## config.mk

```make
export PLATFORM = sky130hd
export DESIGN_NAME = ps2q_host
export DESIGN_NICKNAME = d
export VERILOG_FILES = /design/src/rtl/ps2q_pkg.sv /design/src/rtl/ps2q_filter.sv /design/src/rtl/ps2q_engine.sv /design/src/rtl/ps2q_host.sv
export SDC_FILE = /design/constraint.sdc
export NUM_CORES = 1
export LEC_CHECK = 0
export BUFFER_PORTS_ARGS = -buffer_cell sky130_fd_sc_hd__buf_2
export CAP_MARGIN = 20
export CORE_MARGIN = 8
export CORE_UTILIZATION = 45
export DETAILED_ROUTE_END_ITERATION = 10
export PLACE_DENSITY = 0.59
export SETUP_SLACK_MARGIN = 0.5
export SLEW_MARGIN = 5
export SYNTH_ARGS = -nofsm -noshare
export SYNTH_HDL_FRONTEND = slang
export SYNTH_SLANG_ARGS = --single-unit
```

## constraint.sdc

```tcl
create_clock -name clk -period 3.5 [get_ports clk]
set_input_delay 0.7 -clock clk [delete_from_list [all_inputs] [get_ports clk]]
set_output_delay 0.7 -clock clk [all_outputs]
set_load 0.005 [all_outputs]
```

## src/rtl/ps2q_pkg.sv

```systemverilog
package ps2q_pkg;
    localparam int NCH    = 4;
    localparam int CH_W   = $clog2(NCH);
    localparam int BYTE_W = 8;
    localparam int ADDR_W = 4;
    localparam int FALL_W = 4;
    localparam int LAST_FALL = 10;

    localparam logic [ADDR_W-1:0] A_DATA = 4'h0;
    localparam logic [ADDR_W-1:0] A_STAT = 4'h2;
    localparam logic [ADDR_W-1:0] A_CTRL = 4'h4;
    localparam logic [ADDR_W-1:0] A_OSIG = 4'h6;
    localparam logic [ADDR_W-1:0] A_ISIG = 4'h8;
    localparam logic [ADDR_W-1:0] A_IEN  = 4'hA;

    localparam logic [BYTE_W-1:0] OSIG_RST  = 8'h47;
    localparam logic [BYTE_W-1:0] CTRL_MASK = 8'hF3;

    typedef struct packed {
        logic [BYTE_W-1:0] data;
        logic [BYTE_W-1:0] ctrl;
        logic [BYTE_W-1:0] osig;
        logic [BYTE_W-1:0] ien;
    } regs_t;

    typedef struct packed {
        logic [NCH-1:0]    prev;
        logic              busy;
        logic              done;
        logic              txm;
        logic [CH_W-1:0]   ch;
        logic [FALL_W-1:0] nfall;
        logic [BYTE_W-1:0] sh;
        logic              par;
        logic              txbit;
        logic              sot;
        logic              eot;
        logic              perr;
        logic              ferr;
        logic              load;
    } eng_t;

    function automatic logic [7:0] pack_sig(input logic [3:0] c, input logic [3:0] d);
        return {c[3], d[3], c[2:0], d[2:0]};
    endfunction

    function automatic logic [3:0] clk_bits(input logic [7:0] s);
        return {s[7], s[5:3]};
    endfunction

    function automatic logic [3:0] dat_bits(input logic [7:0] s);
        return {s[6], s[2:0]};
    endfunction

    function automatic logic [2:0] port_code(input logic [CH_W-1:0] ch);
        return (ch < 2) ? 3'(ch) + 3'd1 : 3'(ch) + 3'd2;
    endfunction
endpackage

```

## src/rtl/ps2q_filter.sv

```systemverilog
module ps2q_filter #(
    parameter int SYNC_STAGES = 2,
    parameter int CNT_W       = 6,
    parameter int MAX_SEL     = 5
) (
    input  logic       clk,
    input  logic       rst_n,
    input  logic       raw,
    input  logic [2:0] sel,
    output logic       sync_o,
    output logic       deb_o
);
    typedef struct packed {
        logic [SYNC_STAGES-1:0] sh;
        logic                   deb;
        logic [CNT_W-1:0]       cnt;
    } flt_t;

    flt_t q, d;
    logic [CNT_W:0] limit;
    logic [CNT_W:0] cnt_inc;

    always_comb begin
        limit   = (CNT_W+1)'(1) << ((sel > 3'(MAX_SEL)) ? 3'(MAX_SEL) : sel);
        cnt_inc = {1'b0, q.cnt} + 1'b1;
        d       = q;
        d.sh    = {q.sh[SYNC_STAGES-2:0], raw};
        if (q.sh[SYNC_STAGES-1] != q.deb) begin
            if (cnt_inc >= limit) begin
                d.deb = q.sh[SYNC_STAGES-1];
                d.cnt = '0;
            end else begin
                d.cnt = cnt_inc[CNT_W-1:0];
            end
        end else begin
            d.cnt = '0;
        end
    end

    always_ff @(posedge clk or negedge rst_n) begin
        if (!rst_n) begin
            q.sh  <= '1;
            q.deb <= 1'b1;
            q.cnt <= '0;
        end else begin
            q <= d;
        end
    end

    assign sync_o = q.sh[SYNC_STAGES-1];
    assign deb_o  = q.deb;


    no_short_change_chk: assert property (@(posedge clk) disable iff (!rst_n)
        (q.deb != $past(q.deb)) |-> ($past(q.sh[SYNC_STAGES-1]) == q.deb));
endmodule

```

## src/rtl/ps2q_engine.sv

```systemverilog
module ps2q_engine
    import ps2q_pkg::*;
(
    input  logic              clk,
    input  logic              rst_n,
    input  logic              hold,
    input  logic              tx_mode,
    input  logic [BYTE_W-1:0] tx_byte,
    input  logic [NCH-1:0]    clk_en,
    input  logic [NCH-1:0]    tx_req,
    input  logic [NCH-1:0]    deb_clk,
    input  logic [NCH-1:0]    deb_dat,
    output logic              sot,
    output logic              eot,
    output logic              perr,
    output logic              ferr,
    output logic [2:0]        ach,
    output logic              rx_load,
    output logic [BYTE_W-1:0] rx_byte,
    output logic [NCH-1:0]    dat_own,
    output logic [NCH-1:0]    dat_low
);
    eng_t q, d;
    logic [NCH-1:0]    fall;
    logic              found;
    logic [CH_W-1:0]   pick;
    logic              bit_in;
    logic [FALL_W-1:0] step;

    always_comb begin
        d      = q;
        d.load = 1'b0;
        d.prev = deb_clk;
        fall   = q.prev & ~deb_clk & clk_en;
        found  = 1'b0;
        pick   = '0;
        for (int c = NCH-1; c >= 0; c--) begin
            if (fall[c] && (tx_mode ? tx_req[c] : !deb_dat[c])) begin
                found = 1'b1;
                pick  = CH_W'(c);
            end
        end
        bit_in = deb_dat[q.ch];
        step   = q.nfall + 1'b1;
        if (hold) begin
            d      = '0;
            d.prev = deb_clk;
        end else if (!q.busy && !q.done) begin
            if (found) begin
                d.busy  = 1'b1;
                d.sot   = 1'b1;
                d.ch    = pick;
                d.nfall = '0;
                d.txm   = tx_mode;
                d.sh    = tx_mode ? (tx_byte >> 1) : '0;
                d.txbit = tx_byte[0];
                d.par   = ~^tx_byte;
            end
        end else if (q.busy && fall[q.ch]) begin
            d.nfall = step;
            if (q.txm) begin
                if (step <= FALL_W'(BYTE_W-1)) begin
                    d.txbit = q.sh[0];
                    d.sh    = q.sh >> 1;
                end else if (step == FALL_W'(BYTE_W)) begin
                    d.txbit = q.par;
                end else begin
                    d.txbit = 1'b1;
                end
            end else begin
                if (step <= FALL_W'(BYTE_W)) begin
                    d.sh = {bit_in, q.sh[BYTE_W-1:1]};
                end else if (step == FALL_W'(BYTE_W+1)) begin
                    d.par = bit_in;
                end
            end
            if (step == FALL_W'(LAST_FALL)) begin
                d.busy = 1'b0;
                d.done = 1'b1;
                d.eot  = 1'b1;
                if (!q.txm) begin
                    d.perr = ~(^q.sh ^ q.par);
                    d.ferr = ~bit_in;
                    d.load = bit_in;
                end
            end
        end
    end

    always_ff @(posedge clk or negedge rst_n) begin
        if (!rst_n) begin
            q      <= '0;
            q.prev <= '1;
        end else begin
            q <= d;
        end
    end

    always_comb begin
        for (int c = 0; c < NCH; c++) begin
            dat_own[c] = (q.busy || q.done) && q.txm && (q.ch == CH_W'(c));
            dat_low[c] = q.busy && q.txm && (q.ch == CH_W'(c)) && !q.txbit;
        end
    end

    assign sot     = q.sot;
    assign eot     = q.eot;
    assign perr    = q.perr;
    assign ferr    = q.ferr;
    assign ach     = q.sot ? port_code(q.ch) : 3'd0;
    assign rx_load = q.load;
    assign rx_byte = q.sh;


    sot_sticky_chk: assert property (@(posedge clk) disable iff (!rst_n)
        (sot && !hold) |=> sot);

    hold_clears_chk: assert property (@(posedge clk) disable iff (!rst_n)
        hold |=> (!sot && !eot && !perr && !ferr));

    eot_after_sot_chk: assert property (@(posedge clk) disable iff (!rst_n)
        eot |-> sot);

    port_locked_chk: assert property (@(posedge clk) disable iff (!rst_n)
        (sot && !hold) |=> $stable(ach));

    one_port_drive_chk: assert property (@(posedge clk) disable iff (!rst_n)
        $onehot0(dat_own));
endmodule

```

## src/rtl/ps2q_host.sv

```systemverilog
module ps2q_host
    import ps2q_pkg::*;
(
    input  logic        clk,
    input  logic        rst_n,
    input  logic [3:0]  reg_addr,
    input  logic        reg_wen,
    input  logic [7:0]  reg_wdata,
    output logic [7:0]  reg_rdata,
    input  logic [3:0]  ps2_clk_in,
    input  logic [3:0]  ps2_dat_in,
    output logic [3:0]  ps2_clk_low,
    output logic [3:0]  ps2_dat_low,
    output logic        pullup_en,
    output logic        irq
);
    regs_t q, d;
    logic [NCH-1:0]    s_clk, s_dat, f_clk, f_dat;
    logic [NCH-1:0]    clk_en, wdat, own, eng_low;
    logic              hold, sot, eot, perr, ferr, rx_load;
    logic [2:0]        ach;
    logic [BYTE_W-1:0] rx_byte, status;

    for (genvar g = 0; g < NCH; g++) begin : g_in
        ps2q_filter u_cf (.clk(clk), .rst_n(rst_n), .raw(ps2_clk_in[g]),
                          .sel(q.ctrl[6:4]), .sync_o(s_clk[g]), .deb_o(f_clk[g]));
        ps2q_filter u_df (.clk(clk), .rst_n(rst_n), .raw(ps2_dat_in[g]),
                          .sel(q.ctrl[6:4]), .sync_o(s_dat[g]), .deb_o(f_dat[g]));
    end

    assign clk_en = clk_bits(q.osig);
    assign wdat   = dat_bits(q.osig);
    assign hold   = (clk_en == '0) || !q.ctrl[0];

    ps2q_engine u_eng (
        .clk(clk), .rst_n(rst_n), .hold(hold), .tx_mode(q.ctrl[1]),
        .tx_byte(q.data), .clk_en(clk_en), .tx_req(~wdat),
        .deb_clk(f_clk), .deb_dat(f_dat), .sot(sot), .eot(eot),
        .perr(perr), .ferr(ferr), .ach(ach), .rx_load(rx_load),
        .rx_byte(rx_byte), .dat_own(own), .dat_low(eng_low)
    );

    assign status = {1'b0, ferr, ach, perr, eot, sot};

    always_comb begin
        d = q;
        if (reg_wen) begin
            case (reg_addr)
                A_DATA:  d.data = reg_wdata;
                A_CTRL:  d.ctrl = reg_wdata & CTRL_MASK;
                A_OSIG:  d.osig = reg_wdata;
                A_IEN:   d.ien  = reg_wdata;
                default: ;
            endcase
        end
        if (rx_load) d.data = rx_byte;
    end

    always_ff @(posedge clk or negedge rst_n) begin
        if (!rst_n) begin
            q.data <= '0;
            q.ctrl <= '0;
            q.osig <= OSIG_RST;
            q.ien  <= '0;
        end else begin
            q <= d;
        end
    end

    always_comb begin
        case (reg_addr)
            A_DATA:  reg_rdata = q.data;
            A_STAT:  reg_rdata = status;
            A_CTRL:  reg_rdata = q.ctrl;
            A_OSIG:  reg_rdata = q.osig;
            A_ISIG:  reg_rdata = pack_sig(s_clk, s_dat);
            A_IEN:   reg_rdata = q.ien;
            default: reg_rdata = '0;
        endcase
    end

    assign ps2_clk_low = ~clk_en;
    assign ps2_dat_low = (~wdat & ~own) | eng_low;
    assign pullup_en   = q.ctrl[7];
    assign irq         = (sot & q.ien[0]) | (eot & q.ien[1]);


    rx_store_chk: assert property (@(posedge clk) disable iff (!rst_n)
        rx_load |=> (q.data == $past(rx_byte)));

    ferr_no_store_chk: assert property (@(posedge clk) disable iff (!rst_n)
        ($rose(ferr) && !$past(reg_wen)) |-> $stable(q.data));

    held_clk_low_chk: assert property (@(posedge clk) disable iff (!rst_n)
        (clk_en == '0) |-> (ps2_clk_low == 4'hF));
endmodule

```

# After elaboration in Yosys (flattened, before gate mapping)
# Index checks and enable logic that the tools add are counted.
# word_totals
input_bits	23
out_inout_bits	18
wordCells	239
register_bits	130
# classes
bitwise	14
muxes	67
n_lt_le_gt_ge	13
n_addsub	11
n_eq_ne	25
n_reduce_logical	66
shift	1
# ops
operator	count
$mux 6	16
$mux 8	8
$add 6x1->7 const B	8
$ge 7x7->1	8
$pmux 8 s6	1
$mux 32	1
$mux 14	2
$reduce_and 2->1	14
$mux 24	1
$eq 4x4->1 const B	5
$logic_and 1x1->1	20
$mux 1	20
$mux 18	1
$not 4->4	4
$mux 3	5
$and 4x4->4	3
$mux 2	6
$mux 4	3
$reduce_bool 2->1	6
$reduce_bool 3->1	4
$reduce_and 3->1	3
$eq 4x3->1 const B	2
$logic_not 1->1	8
$logic_not 4->1	2
31 further kinds	46

# Logic depth before layout (Yosys ltp)
# Gate-level depths: netlist of the first run.
# depth
depth_word	11
mapped_depth	10
depth_no_buf	9

# By module
# From an unflattened synthesis of the first run, not the netlist that was laid out.
# unflattened
cells_unflattened	803
area_unflattened_um2	8224.1
# by_module_without_submodules
mod	seq_area_each_um2	area_per_inst_um2	cells_per_inst	instances
ps2q_filter	229.0	568.0	55	8
ps2q_engine	705.7	1938.1	197	1
ps2q_host	755.7	1741.7	166	1

# Worst setup path before layout of the first run
# No wires, ideal clock.
# synth_timing
path_type	flip-flop to flip-flop
startpoint	register q[22] (netlist bit)
endpoint	register g_in[3].u_df.q, in the netlist g_in[3].u_df.deb_o
t_required_ns	3.425
setup_slack_ns	0.828
setup_ns	0.075
period_less_slack_ns	2.672
n_path_buf	1
stages_incl_launch_ff	10
t_arrival_ns	2.597
path_cell_list	dfrtp_1 buf_2 nor3_1 ha_1 nor2b_1 o21ai_0 maj3_1 a221oi_1 or2_2 mux2i_1
# synth_between
elab_chain_len	5
# synth_rtl
item	line	text
from (decl)	ps2q_host.sv:17	regs_t q, d;
$gt 3x3->1	ps2q_filter.sv:24	limit = (CNT_W+1)'(1) << ((sel > 3'(MAX_SEL)) ? 3'(MAX_SEL) : sel);
$mux 3 (*)	ps2q_filter.sv:24	
$shl 1x3->7 (*)	ps2q_filter.sv:24	
$ge 7x7->1 (*)	ps2q_filter.sv:29	if (cnt_inc >= limit) begin
$reduce_and 2->1 (no source line) (*)	n/a	
to (decl)	ps2q_filter.sv:19	flt_t q, d;
# Every way passes the cells marked *; elsewhere a longest branch is shown, timed or not.
# A chain may end at the register's enable or synchronous reset.

# Worst setup path after layout of the first run
# layout_timing
startpoint	input reg_addr[3]
endpoint	output reg_rdata[1]
# layout_between
elab_chain_len	2
# layout_rtl
item	line	text
from (decl)	ps2q_host.sv:6	input logic [3:0] reg_addr,
$eq 4x4->1 (tied with other cells)	ps2q_host.sv:71	case (reg_addr)
$pmux 8 s6 (*)	ps2q_host.sv:71	
to (decl)	ps2q_host.sv:9	output logic [7:0] reg_rdata,
# Marks and branches as above.

==> results.yml, run 1 <==
place:
  port_buffers: 40
  post_dp_cell_area_sq_um: 8120
  post-dp-hpwl_um: 14400
  gp_congestion: 0.895
setup_path:
  criticalPathCategory: "input pin to output port"
  critPathMaxFanout: 10
  critPathRequiredTime_ns: 2.80
  critPathArrivalTime_ns: 2.19
  r2r_slack_ns: 0.74
  end_kind: "output port"
  startpoint_type: "input pin"
timing:
  finalSetupViolations: 0
  finalClockSkew_ns: 0.0125
  hold_violations: 0
  fmax_ghz: 0.346
  max-slew-margin-rel_pct: 41.9
  worstMarginPinSlew_ns: 0.864
  period_needed_ns: 2.89
  grt_setup_unrepaired: "no"
  post-route-period-util_pct: 82.7
  drv_slew: 0
  setup_tns_ns: 0
yosys:
  async_flop_share_pct: 100
  synth_top_flop_cell: "dfrtp_1"
  ys_seq_area_share_pct: 43.1
  netlist_area_sq_um: 7640
  ys_warn_count: 0
  synth_cell_types: 61
  syn_inst: 765
  synth_enable_flop_cells: 0
  ys_seq_elements: 130
  syn_area_per_cell_sq_um: 9.99
drt:
  drt_iter0_drc: 369
  wire_per_inst_um: 18.7
  drcViolationCount: 0
  drtAntennaViolNets: 0
  first_pass_iters: 5
  viasPerCell: 5.67
  vias: 5956
  routed_wl_um: 19600
run_status:
  status: "completed"
cts:
  clkTransAtPathRegs_ns: 0.06
  post_cts_resized: 0
  clock-sinks: 130
  cts_tree: "yes"
  cts-htree-levels: 4
  cts_buffers: 17
  cts_root_buf: "clkbuf_16"
  clk_latency_ns: 0.42
  cts.path.max_buffers: 2
  cts_setup_buffers: 0
  ctsHoldBuffers: 0
cells_and_area:
  diodes: 0
  nets: 895
  layout-drive-gt1-share_pct: 18.7
  final_area_sq_um: 8750
  syn_to_final_growth_pct: 14.5
die:
  initial_core_util_pct: 46.1
  ioPinCount: 41
  die_area_sq_um: 21400
  die_h_um: 146
  coreArea_sq_um: 16600
  die_x_um: 146
  num_rows: 47
global_routing:
  grt_pass1_vias: 6079
  grt_max_degree: 86
  antenna_found_initial: 0
  grt_pass1_wl_um: 32100
  overflow: 0
  grtUsageTotal_pct: 18.8
flow_run:
  cap_violations: 0
power_and_ir_drop:
  leakage_nw: 3.86
  total_power_mw: 6.22
  p_per_area_nw_per_um2: 711
  ir_worst_vdd_v: 0.000371
worst_hold_path:
  hp-class: "input pin to async pin"
## path summary, 6_finish.rpt
| check | start | endpoint | depth (start not counted) |
|---|---|---|---|
| max in group asynchronous | rst_n | q[14] | 2 |
| worst max register to register | q[21] | g_in[2].u_cf.q[1] | 8 |
| min in group clk | g_in[0].u_cf.d[8] | g_in[0].u_cf.sync_o | 0 |
| worst min-delay path | rst_n | g_in[3].u_df.q[2] | 1 |
| worst max-delay path | reg_addr[3] | reg_rdata[1] | 5 |
| worst min register to register | g_in[0].u_cf.d[8] | g_in[0].u_cf.sync_o | 0 |
## where the power goes
part	switching, mW	internal [mW]
logic	1.18	0.931
registers	0.380	1.87
clock network	0.677	1.18
## critical path, cell delays in order
cell,delay (ns)
buf_2,0.17
nor4_2,0.79
a221oi_1,0.21
o31ai_1,0.14
buf_2,0.19
## cell families (layout without fill, tap and decap cells)
group	Yosys count	in the layout	synth area share, %
compound gates	148	148	12.6
simple gates	290	290	19.4
xor+xnor	52	52	5.96
other cells	1	8	0.0491
fa+ha+maj	60	60	9.66
buf+inv	34	92	1.97
mux	50	50	7.30
flops	130	130	43.1
## through the flow
| stage | hold WS (ns) | std cells | worst slack (ns) | utilization [%] |
|---|---|---|---|---|
| floorplan | 0.345 | 772 | 0.828 | - |
| global placement | 0.346 | 1018 | 0.711 | 49.0 |
| detailed placement | 0.347 | 1018 | 0.652 | 49.0 |
| CTS | 0.227 | 1050 | 0.625 | 52.7 |
| global route | 0.242 | 1050 | 0.534 | 52.7 |
| finish | 0.211 | 1050 | 0.606 | 52.7 |
## cells in the mapped netlist (5+ instances only)
cell type   n  area [sq um]
inv_1      13          48.8
nor3b_1    20           150
nor3_1     20           100
a31oi_1     5          31.3
and4_1      8          70.1
nand2b_1   13          81.3
nand3_1    35           175
o21a_1      5          37.5
o31ai_1     7          52.6
dfstp_2    32           841
mux2_2     26           293
a21o_1      8          60.1
xor2_1     25           219
xnor2_1    27           236
a21oi_1    42           210
maj3_1      5          50.1
mux2i_1    22           220
dfrtp_1    98          2450
o211ai_1    5          37.5
a211oi_1   11          82.6
clkbuf_1   14          52.6
o21ai_1     5          25.0
ha_1       55           688
and3_1      9          56.3
and3b_1     5          43.8
o21ai_0    27           135
nor2_1     68           255
or2_2       7          43.8
nand2_1    76           285
nor2b_1    10          62.6
## routing by layer
metal	wire length, um	track usage, %
met3	1050	5.01
met5	0	0
met4	535	7.42
met1	9030	24.4
met2	8980	29.3
## layout by cell type (no fill, tap or decap), types with 9 or more instances in the layout
master / instances
dfrtp_1: 98
nand2_1: 76
nor2_1: 68
ha_1: 55
a21oi_1: 42
buf_2: 39
nand3_1: 35
dfstp_2: 32
o21ai_0: 27
xnor2_1: 27
mux2_2: 26
xor2_1: 25
mux2i_1: 22
nor3_1: 20
nor3b_1: 20
clkbuf_16: 17
inv_1: 13
nand2b_1: 13
a211oi_1: 11
nor2b_1: 10
and3_1: 9
## registers in the layout, summed over array words and instances (netlist names), 4 cells and up
name              cells
u_eng.rx_byte         8
g_in.u_cf.sync_o      4
g_in.u_df.deb_o       4
g_in.u_df.q          24
g_in.u_cf.q          24
g_in.u_df.d           4
g_in.u_cf.deb_o       4
g_in.u_df.sync_o      4
q                    25
u_eng.q              15
clk_en                4
g_in.u_cf.d           4
## final cells by class
class                      count  area (sq um)
fill                        1537          7840
multi-input combinational    608          4230
timing repair buffer          47           272
sequential                   130          3290
tap                          220           275
clock buffer                  21           470
clock inverter                11           154
inverter                      13          48.8
Power figures use the tool's default switching activity.
==> run 2, diff against run 1 <==
ABC_AREA = 1   (was default)
PLACE_DENSITY = 0.61   (was 0.59)
clock period = 2.45 ns   (was 3.5 ns; I/O delays follow)
==> run 2 against run 1 <==
  * Largest cell class unchanged
  * Count of clock-buffer cells in the layout rose by 1
  * Utilization is 5.8 points higher
  * Wire length is 8.2% higher
  * Final area increased by 19%
  * Sequential share of layout area decreased by 5.7 points
  * Die area increased by 4.5%
  * Critical path type is now flip-flop to output port
  * Clock power up 50%
  * Via count is 22% higher
==> results.yml, run 2 <==
run_status:
  status: "completed"
drt:
  drcViolationCount: 0
  drtAntennaViolNets: 0
  wire_per_inst_um: 14.8
  drt_iter0_drc: 438
  first_pass_iters: 5
  vias: 7291
  viasPerCell: 5.08
  routed_wl_um: 21200
setup_path:
  critPathMaxFanout: 5
  r2r_slack_ns: 0.48
  critPathArrivalTime_ns: 1.60
  crit_slowest_cell: "dfrtp_2"
  max_stage_delay_ns: 0.46
  timing.rr.end: "g_in[2].u_df.q[0]"
  crit_chain: "buf_4 > ha_4 > inv_4 > nor2_4 > o22ai_2 > buf_2"
  startpoint_type: "flip-flop"
  ff2ff_path_depth: 16
  end_kind: "output port"
  criticalPathCategory: "flip-flop to output port"
  critPathRequiredTime_ns: 1.96
  r2r-start: "q[20]"
yosys:
  synth_cell_types: 41
  yosys.cell_count.top_type: "nand2_1"
  synth_enable_flop_cells: 0
  synthTopCellsByArea: "dfrtp_1, nand2_1, dfstp_2"
  yosysTopAreaCellShare_pct: 30.6
  synthTopCellsByCount: "nand2_1, inv_1, nor2_1"
  syn_inst: 1077
  synth_top_flop_cell: "dfrtp_1"
  syn_area_per_cell_sq_um: 7.45
  netlist_area_sq_um: 8020
  ys_warn_count: 0
  ys_seq_area_share_pct: 41.0
  synth_top_cell_by_area: "dfrtp_1"
  async_flop_share_pct: 100
  ys_seq_elements: 130
cells_and_area:
  syn_to_final_growth_pct: 29.2
  final_common_cell: "nand2_1"
  layout-drive-gt1-share_pct: 28.7
  nets: 1272
  nFillCells: 1553
  fin_cells: 1436
  largest_reg_flops: 25
  layout_common_cells: "nand2_1, inv_1, nand3_1"
  top_regs: "q: 25 flops, g_in.u_cf.q: 24 flops, g_in.u_df.q: 24 flops"
  largest_register: "q"
  diodes: 0
global_routing:
  grtUsageTotal_pct: 19.4
  antenna_found_initial: 0
  grt_max_degree: 47
  overflow: 0
  grt_pass1_wl_um: 34300
  grt_pass1_vias: 6884
cts:
  clock-sinks: 130
  cts_tree: "yes"
  cts_buffers: 17
  cts_root_buf: "clkbuf_16"
  clkTransAtPathRegs_ns: 0.06
  cts-htree-levels: 4
  cts.path.max_buffers: 2
  clk_latency_ns: 0.43
timing:
  period_needed_ns: 2.09
  worstMarginPinSlew_ns: 0.628
  finalSetupViolations: 0
  post-route-period-util_pct: 85.4
  hold_violations: 0
  setup_tns_ns: 0
  drv_slew: 0
  finalClockSkew_ns: 0.00790
  grt_setup_unrepaired: "yes"
  fmax_ghz: 0.478
  max-slew-margin-rel_pct: 58.1
worst_hold_path:
  holdPathEnd: "g_in[0].u_df.d[8]"
  min_from: "ps2_dat_in[0]"
  whs_path_depth: 1
  hp-class: "input pin to flip-flop"
die:
  die_h_um: 150
  die_area_sq_um: 22400
  die_x_um: 150
  initial_core_util_pct: 45.3
  num_rows: 49
  coreArea_sq_um: 17700
  ioPinCount: 41
place:
  port_buffers: 40
  gp_congestion: 0.844
  post-dp-hpwl_um: 14800
  dp_cells: 1355
power_and_ir_drop:
  ir_worst_vdd_v: 0.000589
  leakage_nw: 5.13
  p_per_area_nw_per_um2: 935
flow_run:
  cap_violations: 0
==> run 2: kinds of logic after synthesis <==
family | Yosys count | share of synthesized area, %
buffers and inverters | 164 | 7.98
adders and majority gates | 55 | 8.58
xor gates and xnor gates | 36 | 3.93
and+or+nand+nor | 599 | 31.5
DFF | 130 | 41.0
other | 1 | 0.0467
AOI/OAI and AO/OA | 92 | 6.91
==> run 2: layout make-up <==
type / count / area (sq um) / area share [%]
clock buffer: 22 / 464 / 4.48
tap: 229 / 287 / 2.76
sequential: 130 / 3310 / 31.9
timing repair inverter: 1 / 5.00 / 0.0483
timing repair buffer: 100 / 721 / 6.95
multi-input combinational: 791 / 4800 / 46.3
clock inverter: 10 / 181 / 1.75
inverter: 153 / 604 / 5.83
==> run 2: power by group <==
part	internal (mW)	switching (mW)
sequential	2.66	0.459
combinational	1.52	2.26
clock	1.85	0.940
==> run 2: how the worst max path moves through the flow <==
stage | from | endpoint | cells past startpoint
5_1_grt | u_eng.q[20] | ps2_dat_low[2] | 6
3_5_place_dp | q[20] | g_in[2].u_df.q[0] | 15
4_1_cts | u_eng.q[19] | reg_rdata[3] | 4
6_report | u_eng.q[20] | ps2_dat_low[2] | 6
2_1_floorplan | g_in[2].u_df.q[0] | g_in[2].u_df.q[0] | 12
3_3_place_gp | reg_addr[3] | reg_rdata[4] | 7
==> run 2: timing repair <==
action / in CTS / in global routing
pin swaps: 23 / 48
hold buffers: 1 / 0
setup buffers: 30 / 16
setup endpoints to repair: 81 / 76
resized for setup: 86 / 135
cloned: 1 / 1
hold endpoints to repair: 27 / 0
==> run 2: per-layer routing <==
| metal | track usage, % | routed length (um) |
|---|---|---|
| met1 | 26.1 | 9730 |
| met2 | 30.0 | 10000 |
| met3 | 4.63 | 1020 |
| met4 | 6.61 | 425 |
| met5 | 0 | 0 |
==> run 2: critical path: cells and delay by family, from the launching register on <==
kind                     cells  cell delay, ns
buffers and inverters        3            0.37
flip-flops                   1            0.46
AND/OR/NAND/NOR              1            0.04
adder cells (fa/ha/maj)      1            0.16
AO/OA/AOI/OAI                1            0.15
==> run 2: metrics by stage <==
step	hold slack (ns)	setup WS, ns	util, %	power, mW	cell area (sq um)
6_report	0.162	0.357	58.5	9.69	10400
3_3_place_gp	0.346	0.261	48.5	5.98	8590
5_1_grt	0.139	0.319	58.5	10.5	10400
2_1_floorplan	0.194	0.572	-	5.15	8050
4_1_cts	0.144	0.362	55.0	9.18	9740
3_5_place_dp	0.347	0.233	48.5	6.03	8590
==> run 3, diff against run 2 <==
PLACE_DENSITY = 0.67   (was 0.61)
==> run 3 against run 2 <==
  * Sequential share of layout area rose by 0.65 points
  * Via count is 3.1% higher
  * Flip-flop and latch count unchanged
  * Non-clock buffer count stayed put
  * First-iteration DRC count grew 29%
  * Critical endpoint unchanged
==> results.yml, run 3 (same netlist as run 2, synthesis figures left out) <==
cts:
  clkTransAtPathRegs_ns: 0.06
  cts_buffers: 17
  clk_latency_ns: 0.44
  cts_tree: "yes"
  cts.path.max_buffers: 2
  cts_root_buf: "clkbuf_16"
  cts-htree-levels: 4
  clock-sinks: 130
power_and_ir_drop:
  p_per_area_nw_per_um2: 927
  leakage_nw: 5.08
  ir_worst_vdd_v: 0.000622
die:
  initial_core_util_pct: 45.3
  ioPinCount: 41
  die_area_sq_um: 22400
  coreArea_sq_um: 17700
  die_x_um: 150
  num_rows: 49
  die_h_um: 150
cells_and_area:
  syn_to_final_growth_pct: 26.7
  final_area_sq_um: 10200
  diodes: 0
  nFillCells: 1555
  register_area_sq_um: 3310
  final_common_cell: "nand2_1"
  layout_common_cells: "nand2_1, inv_1, nand3_1"
  largest_register: "q"
  layout-drive-gt1-share_pct: 26.7
  multiInputGateArea_sq_um: 4660
  largest_reg_flops: 25
  top_regs: "q: 25 flops, g_in.u_cf.q: 24 flops, g_in.u_df.q: 24 flops"
  nets: 1271
setup_path:
  crit_chain: "buf_6 > ha_4 > inv_2 > nor2_1 > o22ai_1 > buf_2"
  critPathArrivalTime_ns: 1.60
  cp-startpoint: "u_eng.q[20]"
  critPathMaxFanout: 5
  cp_top_family: "flip-flops"
  startpoint_type: "flip-flop"
  timing.rr.end: "g_in[2].u_df.q[4]"
  end_kind: "output port"
  cp.depth: 6
  crit_slowest_cell: "dfrtp_2"
  worst-path-buf-inv: 3
  critPathRequiredTime_ns: 1.96
  r2r-start: "q[22]"
  ff2ff_path_depth: 11
  criticalPathCategory: "flip-flop to output port"
  max_stage_delay_ns: 0.48
  r2r_slack_ns: 0.46
  cp-endpoint: "ps2_dat_low[2]"
timing:
  max-slew-margin-rel_pct: 56.8
  hold_violations: 0
  grt_setup_unrepaired: "yes"
  post-route-period-util_pct: 85.3
  finalSetupViolations: 0
  period_needed_ns: 2.09
  setup_tns_ns: 0
  fmax_ghz: 0.479
  worstMarginPinSlew_ns: 0.648
  finalClockSkew_ns: 0.00646
  drv_slew: 0
global_routing:
  grt_max_degree: 57
  overflow: 0
  antenna_found_initial: 0
  grt_pass1_wl_um: 35300
  grt_pass1_vias: 7164
  grtUsageTotal_pct: 19.9
run_status:
  status: "completed"
drt:
  vias: 7516
  drcViolationCount: 0
  wire_per_inst_um: 15.3
  first_pass_iters: 5
  viasPerCell: 5.24
  routed_wl_um: 21900
  drtAntennaViolNets: 0
  drt_iter0_drc: 564
place:
  post-dp-hpwl_um: 15000
  post_dp_cell_area_sq_um: 8600
  gp_congestion: 0.902
  port_buffers: 40
worst_hold_path:
  hp-class: "input pin to async pin"
flow_run:
  cap_violations: 0
run 3: cell count changes in the layout (fill, tap and decap cells not counted), moves of 4 or more:
| cell | change |
|---|---|
| ha_2 | -7 |
| nor2_2 | -6 |
| inv_6 | +4 |
| nand2_4 | -4 |
| nor2_1 | +10 |
| bufinv_16 | -4 |
| ha_1 | +9 |
| nor2_4 | -4 |
run 3: worst min path at each step:
stage	start	to	slack, ns	depth (start not counted)
after floorplan	rst_n	clk_en[0]	0.19	0
final	rst_n	g_in[3].u_cf.q[4]	0.008	1
after global placement	g_in[3].u_cf.d[8]	g_in[3].u_cf.sync_o	0.35	0
after global routing	rst_n	g_in[3].u_cf.q[5]	0.05	1
after CTS	rst_n	g_in[2].u_cf.q[1]	0.03	1
after detailed placement	g_in[0].u_cf.d[8]	g_in[0].u_cf.sync_o	0.35	0
run 3: timing repair:
action | CTS | global route
buffers inserted | 33 | 14
setup endpoints to repair | 76 | 76
gates cloned | 0 | 1
hold buffers | 0 | 0
resized for setup | 91 | 93
endpoints found under the hold margin | 0 | 0
pin swaps | 27 | 43
run 3: per-layer routing:
layer  global-route usage [%]  share of wire, %  routed length, um  vias to the layer above
li1                         -                 -                  -                     3673
met1                     26.1                45               9870                     3534
met2                     31.0                46              10100                      255
met3                     4.29               5.5               1200                       54
met4                     8.68               3.2                707                        0
met5                        0                 0                  0                        -
run 3: area by class of cell:
| cell class | count | area share [%] |
|---|---|---|
| Clock buffer | 18 | 4.43 |
| Clock inverter | 14 | 1.39 |
| Inverter | 153 | 5.84 |
| Multi-Input combinational cell | 791 | 45.8 |
| Sequential cell | 130 | 32.6 |
| Tap cell | 229 | 2.82 |
| Timing Repair Buffer | 100 | 7.16 |
run 3: report_power, final:
part           leakage, nW  switching [mW]  internal (mW)
combinational         3.17            2.22           1.48
sequential            1.62           0.494           2.66
clock                0.289            1.08           1.49
total                 5.08            3.80           5.63
run 3: per-stage QoR:
stage          power (mW)  hold WS (ns)  setup slack, ns  instances  utilization, %
2_1_floorplan        5.15         0.194            0.572       1084               -
3_3_place_gp         6.00         0.346            0.254       1355            48.5
3_5_place_dp         6.06         0.347            0.193       1355            48.5
4_1_cts              9.06        0.0324            0.376       1420            55.0
5_1_grt              10.1        0.0512            0.316       1435            57.4
6_report             9.43       0.00846            0.360       1435            57.4
